**src/rtl/vpp_pkg.sv**
```systemverilog
package vpp_pkg;
    localparam int DW          = 16;
    localparam int NSTAGE      = 4;
    localparam int LEAK_SHIFT  = 6;

    typedef logic signed [DW-1:0]  q88_t;
    typedef logic signed [DW+1:0]  wide_t;

    localparam q88_t Q_MAX  = 16'sh7FFF;
    localparam q88_t Q_MIN  = 16'sh8000;
    localparam q88_t Q_ONE  = 16'sh0100;
    localparam q88_t Q_LEAK = 16'sh0004;

    typedef enum logic [1:0] {
        ST_BIAS  = 2'd0,
        ST_LRELU = 2'd1,
        ST_LOSS  = 2'd2,
        ST_SLOPE = 2'd3
    } stage_kind_t;

    typedef struct packed {
        logic valid;
        q88_t data;
        q88_t z;
    } beat_t;

    function automatic wide_t widen(input q88_t v);
        return {{2{v[DW-1]}}, v};
    endfunction

    function automatic q88_t clamp(input wide_t v);
        if (v > 18'sd32767)
            return Q_MAX;
        else if (v < -18'sd32768)
            return Q_MIN;
        else
            return v[DW-1:0];
    endfunction

    function automatic q88_t sat_add(input q88_t a, input q88_t b);
        return clamp(widen(a) + widen(b));
    endfunction

    function automatic q88_t leaky(input q88_t x);
        return x[DW-1] ? (x >>> LEAK_SHIFT) : x;
    endfunction

    function automatic q88_t loss_grad(input q88_t h, input q88_t y);
        wide_t d;
        d = widen(h) - widen(y);
        return clamp(d <<< 1);
    endfunction

    function automatic q88_t leaky_slope(input q88_t z);
        return (z > 16'sd0) ? Q_ONE : Q_LEAK;
    endfunction
endpackage

```
**src/rtl/vpp_stage.sv**
```systemverilog
module vpp_stage
    import vpp_pkg::*;
#(
    parameter stage_kind_t KIND = ST_BIAS
) (
    input  logic  clk,
    input  logic  rst,
    input  logic  en,
    input  q88_t  side,
    input  beat_t din,
    output beat_t dout
);
    beat_t calc;
    beat_t held;

    always_comb begin
        calc = din;
        case (KIND)
            ST_BIAS: begin
                calc.data = sat_add(din.data, side);
                calc.z    = calc.data;
            end
            ST_LRELU: calc.data = leaky(din.data);
            ST_LOSS:  calc.data = loss_grad(din.data, side);
            default:  calc.data = leaky_slope(din.z);
        endcase
    end

    always_ff @(posedge clk) begin
        if (rst) begin
            held <= '0;
        end else if (din.valid) begin
            held <= calc;
        end else begin
            held.valid <= 1'b0;
        end
    end

    assign dout = en ? held : din;
endmodule

```
**src/rtl/vpp_lane.sv**
```systemverilog
module vpp_lane
    import vpp_pkg::*;
(
    input  logic              clk,
    input  logic              rst,
    input  logic [NSTAGE-1:0] path_sel,
    input  logic              in_valid,
    input  q88_t              in_data,
    input  q88_t              bias,
    input  q88_t              target,
    output logic              out_valid,
    output q88_t              out_data
);
    beat_t link [NSTAGE+1];

    assign link[0] = '{valid: in_valid, data: in_data, z: in_data};

    for (genvar s = 0; s < NSTAGE; s++) begin : g_stage
        localparam stage_kind_t K = stage_kind_t'(s);
        q88_t side_val;
        assign side_val = (K == ST_BIAS) ? bias : target;

        vpp_stage #(.KIND(K)) u_stage (
            .clk  (clk),
            .rst  (rst),
            .en   (path_sel[NSTAGE-1-s]),
            .side (side_val),
            .din  (link[s]),
            .dout (link[s+1])
        );
    end

    assign out_valid = link[NSTAGE].valid;
    assign out_data  = link[NSTAGE].data;
endmodule

```
**src/rtl/vec_post_pipe.sv**
```systemverilog
module vec_post_pipe
    import vpp_pkg::*;
#(
    parameter int LANES = 2,
    localparam int BW   = LANES * DW
) (
    input  logic              clk,
    input  logic              rst,
    input  logic [NSTAGE-1:0] path_sel,
    input  logic [LANES-1:0]  lane_valid,
    input  logic [BW-1:0]     lane_data,
    input  logic [BW-1:0]     lane_bias,
    input  logic [BW-1:0]     lane_target,
    output logic [LANES-1:0]  res_valid,
    output logic [BW-1:0]     res_data
);
    for (genvar i = 0; i < LANES; i++) begin : g_lane
        q88_t lane_out;

        vpp_lane u_lane (
            .clk       (clk),
            .rst       (rst),
            .path_sel  (path_sel),
            .in_valid  (lane_valid[i]),
            .in_data   (lane_data[i*DW +: DW]),
            .bias      (lane_bias[i*DW +: DW]),
            .target    (lane_target[i*DW +: DW]),
            .out_valid (res_valid[i]),
            .out_data  (lane_out)
        );

        assign res_data[i*DW +: DW] = lane_out;
    end
endmodule

```
**config.mk**
```make
export PLATFORM = sky130hd
export DESIGN_NAME = vec_post_pipe
export DESIGN_NICKNAME = d
export VERILOG_FILES = /design/src/rtl/vpp_pkg.sv /design/src/rtl/vpp_stage.sv /design/src/rtl/vpp_lane.sv /design/src/rtl/vec_post_pipe.sv
export SDC_FILE = /design/constraint.sdc
export NUM_CORES = 1
export LEC_CHECK = 0
export ABC_AREA = 1
export BUFFER_PORTS_ARGS = -buffer_cell sky130_fd_sc_hd__buf_4
export CAP_MARGIN = 20
export CORE_MARGIN = 3
export CORE_UTILIZATION = 35
export CTS_CLUSTER_DIAMETER = 50
export DETAILED_ROUTE_END_ITERATION = 10
export GPL_TIMING_DRIVEN = 0
export PLACE_DENSITY_LB_ADDON = 0.08
export SLEW_MARGIN = 20
export SYNTH_ARGS = -nofsm -noshare
export SYNTH_HDL_FRONTEND = slang
export SYNTH_SLANG_ARGS = --single-unit
export TNS_END_PERCENT = 1
```
**constraint.sdc**
```tcl
create_clock -name clk -period 5.7 [get_ports clk]
set_input_delay 0.855 -clock clk [delete_from_list [all_inputs] [get_ports clk]]
set_output_delay 0.855 -clock clk [all_outputs]
set_load 0.05 [all_outputs]
```
# --- Yosys cells after proc, flatten, opt, wreduce, memory -nomap -nowiden ---
# Cells that the tools add are included.
classes:
  add_sub_neg: 4
  magnitude_cmp: 10
  mux: 28
ops:
  columns: ["cell", "count"]
  rows:
  - ["two-way mux 33 bit", 8]
  - ["two-way mux 16 bit", 10]
  - ["> comparator 18 x 16 -> 1 bit (second input constant)", 4]
  - ["less-than comparator 18 x 16 -> 1 bit (second input constant)", 4]
  - ["adder 16 x 16 -> 17 bit", 2]
  - ["subtractor 16 x 16 -> 17 bit", 2]
  - ["> comparator 16 x 1 -> 1 bit (second input constant)", 2]
  - ["two-way mux 9 bit", 2]
  - ["two-way mux 1 bit", 8]
totals:
  regBits: 232
  inputBits: 104
  output_inout_bits: 34

# --- Depth between registers and ports, before layout ---
depth:
  word_depth: 6
  depth_mapped: 24

# --- Cells and area by module ---
# From an unflattened synthesis, not the netlist that was laid out.
unflattened:
  cells_unflattened: 2418
  area_unflattened_um2: 14881.8
modules_own_cells:
  columns: ["mod", "instances", "cells_per_inst", "area_per_inst_um2", "seq_area_each_um2"]
  rows:
  - ["vpp_stage (g_lane[0].u_lane.g_stage[1].u_stage ...)", 2, 271, 1695.4, 660.6]
  - ["vpp_stage (g_lane[1].u_lane.g_stage[2].u_stage)", 1, 448, 2767.7, 660.6]
  - ["vpp_stage (g_lane[0].u_lane.g_stage[2].u_stage)", 1, 448, 2761.4, 660.6]
  - ["vpp_stage (g_lane[0].u_lane.g_stage[3].u_stage ...)", 2, 161, 1018.5, 380.4]
  - ["vpp_stage (g_lane[1].u_lane.g_stage[0].u_stage)", 1, 336, 1979.4, 340.3]
  - ["vpp_stage (g_lane[0].u_lane.g_stage[0].u_stage)", 1, 322, 1945.6, 340.3]

# --- Worst setup path before layout ---
# No wires, ideal clock.
synth_timing:
  path_kind: "input-to-reg"
  start: "input path_sel[2]"
  end: "register g_lane[0].u_lane.g_stage[2].u_stage.held[22] (netlist name)"
  setup_ps: 128
  arrival_time_ps: 3227
  required_time_ps: 5572
  path_slack_ps: 2344
  cell_stages: 21
  n_path_buf: 4
  cell_sequence: "buf_6 buf_2 buf_1 nand2_1 nand2_1 inv_1 ha_1 fa_1 inv_1 nand2_1 nand2_1 nand3_1 nand2_1 nand2_1 nand2_1 nand2_1 nand2_1 nand2_1 buf_6 a21oi_1 a21oi_1"
synth_between:
  elab_chain_cells: 5
  elab_cells_between_ends: 6
synth_rtl:
  columns: ["element", "line_no", "text"]
  rows:
  - ["from (decl)", "vec_post_pipe.sv:9", "input logic [NSTAGE-1:0] path_sel,"]
  - ["two-way mux 33 bit (*)", "vpp_stage.sv:39", "assign dout = en ? held : din;"]
  - ["subtractor 16 x 16 -> 17 bit", "vpp_pkg.sv:50", "d = widen(h) - widen(y);"]
  - ["less-than comparator 18 x 16 -> 1 bit", "vpp_pkg.sv:34", "else if (v < -18'sd32768)"]
  - ["two-way mux 16 bit", "vpp_pkg.sv:34", null]
  - ["two-way mux 16 bit", "vpp_pkg.sv:32", "if (v > 18'sd32767)"]
  - ["to (signal assigned)", "vpp_stage.sv:33", "held <= calc;"]
  - ["to (decl)", "vpp_stage.sv:14", "beat_t held;"]
# Every way passes the cells marked *; elsewhere a longest branch is shown, timed or not.
# A chain may end at the register's enable or synchronous reset.

# --- Final worst setup path ---
layout_timing:
  start: "input path_sel[2]"
  end: "output res_data[14]"
layout_between:
  elab_chain_cells: 3
layout_rtl:
  columns: ["element", "line_no", "text"]
  rows:
  - ["two-way mux 33 bit (3 in series)", "vpp_stage.sv:39", null]
  - ["to (decl)", "vec_post_pipe.sv:15", "output logic [BW-1:0] res_data"]
# No other way between the ends.

==> results.yml <==
sta:
  final-hold-violation-count: 0
  maxSlewHeadroom_pct: 46.1
  fin_crit_sh_pct: 74.4
  hold_ws_ns: 0.456
  setup_viol: 0
  clock.fmax_mhz: 236
  slew_viol_final: 0
  fin_ws_ns: 1.46
  worst_slew_pin_slew_ns: 0.808
  final.setup.tns_ns: 0
  min_period_ns: 4.24
  finClkSkew_ns: 0.0141
  grt_setup_unrepaired: "no"
floorplanning:
  ios: 138
  core_um2: 33000
  die-area_um2: 36300
  die_w_um: 190
  fp-row-count: 66
  die-height_um: 190
  initial_core_util_pct: 36.1
clock_network:
  clk-insertion-delay-late_ns: 0.44
  h-tree-depth: 4
  cts_tree: "built"
  cts_resized: 0
  numCtsBuffers: 17
  ctsHoldBuffers: 0
  clock_sinks: 170
  post_cts_buffers: 0
  clockBufferDepth: 2
  path_clk_slew_ns: 0.07
  clockRootBuffer: "clkbuf_16"
grt:
  grt_first_pass_wirelength_um: 62500
  grt-ovfl-total: 0
  grt_max_degree: 18
  grt_pass1_vias: 11700
  gr-usage-all-layers_pct: 21.6
  antenna_found_initial: 0
power:
  power_density_nw_per_um2: 278
  p_clk_share_pct: 31.1
  p_sw_share_pct: 37.5
  ir_drop_uv: 231
  p_sw_mw: 1.47
  p_comb_share_pct: 34.1
  p_int_mw: 2.44
  leakagePower_nw: 7.21
  seqPwrFrac_pct: 34.8
yosys:
  synth_seq_cells: 170
  ys.warnings.count: 0
  synth.net_count: 2084
  synth_edf_count: 0
  ys_top_cells_by_area: "dfxtp_1 29%, nand2_1 19%, a21oi_1 10%, inv_1 8.2%, ha_1 6.7%"
  synthArstFlopShare_pct: 0
  ys.flop_type: "dfxtp_1"
  synthCells: 1912
  synth_area_um2: 11900
  synth_cell_types: 46
  netlist.area_leader.share_pct: 28.6
  yosys.area.top_type: "dfxtp_1"
  ys_seq_area_share_pct: 28.6
  syn_area_per_cell_um2: 6.23
worst_hold_path:
  worstHoldStart: "g_lane[0].u_lane.g_stage[2].u_stage.held[7]"
  hp-class: "register to register"
routing:
  wl_um: 39400
  drt_pass1_iterations: 5
  ant_nets: 0
  vias: 12400
  via_per_inst: 4.93
  avgRoutedWirePerCell_um: 15.6
  drc: 0
  drt_iter0_markers: 743
setup_path:
  path_cells: "buf_4, inv_2, clkbuf_1, clkbuf_1, o21ai_0, o21ai_0, inv_1, buf_4"
  cp.arrival_ns: 3.39
  required_ns: 4.85
  critPathLaunch: "path_sel[2]"
  critPathKind: "input pin to output port"
  slowest_delay_ns: 0.60
  reg2reg_from: "g_lane[1].u_lane.g_stage[0].u_stage.held[5]"
  crit_fanout: 10
  startpoint_type: "input pin"
  critPathSlowestCell: "clkbuf_1"
  worstSetupEndpointType: "output port"
outcome:
  status: "complete, no violations"
cells_and_area:
  ff_latch_area_um2: 3400
  diodes: 0
  multi_input_area_um2: 6990
  syn_to_final_growth_pct: 18.0
  drive_gt1_share_pct: 11.8
  reg_top3: "g_lane.u_lane.g_stage.u_stage.held (170)"
  final_cells: 2518
  fillers: 3679
  fin_area_um2: 14100
  largest_reg_flops: 170
  nets: 2235
  top_register: "g_lane.u_lane.g_stage.u_stage.held"
place:
  io_buffers: 132
  dp.cells: 2486
  dp_hpwl_um: 31600
  gp_congestion: 0.859
  place_ws_ns: 1.13
  dpl_cell_area_um2: 13500
run:
  cap_violations: 0
==> final cells by class <==
cell class	count	area share, %
multi-input cells	1388	49.7
clock inverters	15	1.27
repair buffers	132	7.05
well taps	442	3.93
clock buffers	17	3.03
flip-flops and latches	170	24.2
inverters	271	7.25
plain buffers	83	3.52
==> cells in the final DEF, fill, tap and decap left out, drive strengths merged <==
cell type / Yosys / final
nand2: 612 / 612
inv: 270 / 279
a21oi: 245 / 245
buf: 49 / 181
dfxtp: 170 / 170
o21ai: 162 / 162
nor2: 112 / 112
nand3: 71 / 71
ha: 64 / 64
clkbuf: 32 / 49
xor2: 25 / 25
a31oi: 22 / 22
xnor2: 17 / 17
or2: 7 / 7
nor3: 7 / 7
o211ai: 6 / 6
o21bai: 5 / 5
a22o: 4 / 4
o22ai: 4 / 4
and3: 4 / 4
nand4: 4 / 4
fa: 4 / 4
nand3b: 3 / 3
clkinv: 1 / 3
a211oi: 2 / 2
nor4: 2 / 2
nor2b: 2 / 2
or4: 2 / 2
clkinvlp: 0 / 2
bufinv: 0 / 2
and2: 1 / 1
nand2b: 1 / 1
dlygate4sd1: 1 / 1
dlygate4sd3: 1 / 1
==> critical path: cells and delay by family <==
family / cells / cell delay [ns]
AO/OA/AOI/OAI: 2 / 0.81
buffers and inverters: 6 / 1.70
==> routing by layer <==
metal / up-vias / GRT usage (%) / share of wire, %
met5: - / 0 / 0
met1: 5666 / 31.4 / 50
met2: 300 / 34.3 / 44
met3: 39 / 2.21 / 4.8
met4: 0 / 5.05 / 1.5
li1: 6411 / - / -
==> worst paths after layout <==
kind / depth (start not counted) / slack [ns] / to
setup / recovery: 8 / 1.46 / res_data[14]
hold / removal: 2 / 0.46 / g_lane[0].u_lane.g_stage[2].u_stage.held[7]
setup reg to reg: 17 / 2.62 / g_lane[1].u_lane.g_stage[2].u_stage.held[24]
hold reg to reg: 2 / 0.46 / g_lane[0].u_lane.g_stage[2].u_stage.held[7]
==> kinds of logic (layout without fill, tap and decap cells) <==
group / Yosys count / count (layout) / share of synthesized area [%]
and+or+nand+nor: 828 / 828 / 28.0
DFF: 170 / 170 / 28.6
AOI/OAI and AO/OA: 450 / 450 / 20.2
xor gates and xnor gates: 42 / 42 / 3.09
adders and majority gates: 68 / 68 / 7.40
buffers and inverters: 354 / 518 / 12.7
==> stage by stage <==
| stage | power, mW | util, % |
|---|---|---|
| 6_report | 3.91 | 42.6 |
| 5_1_grt | 4.15 | 42.6 |
| 4_1_cts | 3.93 | 42.6 |
| 3_5_place_dp | 2.71 | 40.7 |
| 3_3_place_gp | 2.71 | 40.7 |
| 2_1_floorplan | 2.32 | - |
==> power groups by stage <==
stage	logic (mW)	clock network (mW)	registers [mW]
after detailed placement	1.33	0	1.39
after global routing	1.50	1.28	1.37
final	1.33	1.22	1.36
after CTS	1.33	1.23	1.36
after floorplan	0.944	0	1.38
after global placement	1.32	0	1.39
==> cells in the mapped netlist, types with 3 or more instances <==
| library cell | n |
|---|---|
| or2_2 | 5 |
| nand4_1 | 4 |
| nor2_1 | 107 |
| o22ai_1 | 4 |
| o21ai_0 | 144 |
| fa_1 | 4 |
| nand3_1 | 70 |
| inv_1 | 260 |
| buf_6 | 16 |
| ha_1 | 64 |
| and3_1 | 4 |
| a22o_1 | 4 |
| xor2_1 | 25 |
| o21ai_1 | 8 |
| o21ai_2 | 6 |
| nand3b_1 | 3 |
| clkbuf_1 | 32 |
| buf_2 | 15 |
| buf_1 | 9 |
| buf_4 | 9 |
| a31oi_1 | 22 |
| a21oi_1 | 244 |
| o21bai_1 | 5 |
| dfxtp_1 | 170 |
| nor3_1 | 5 |
| o21ai_4 | 4 |
| xnor2_1 | 17 |
| nor2_4 | 4 |
| nand2_2 | 6 |
| o211ai_1 | 6 |
| nand2_1 | 606 |
| inv_2 | 10 |
No activity file was read; power rests on OpenSTA's default activity.
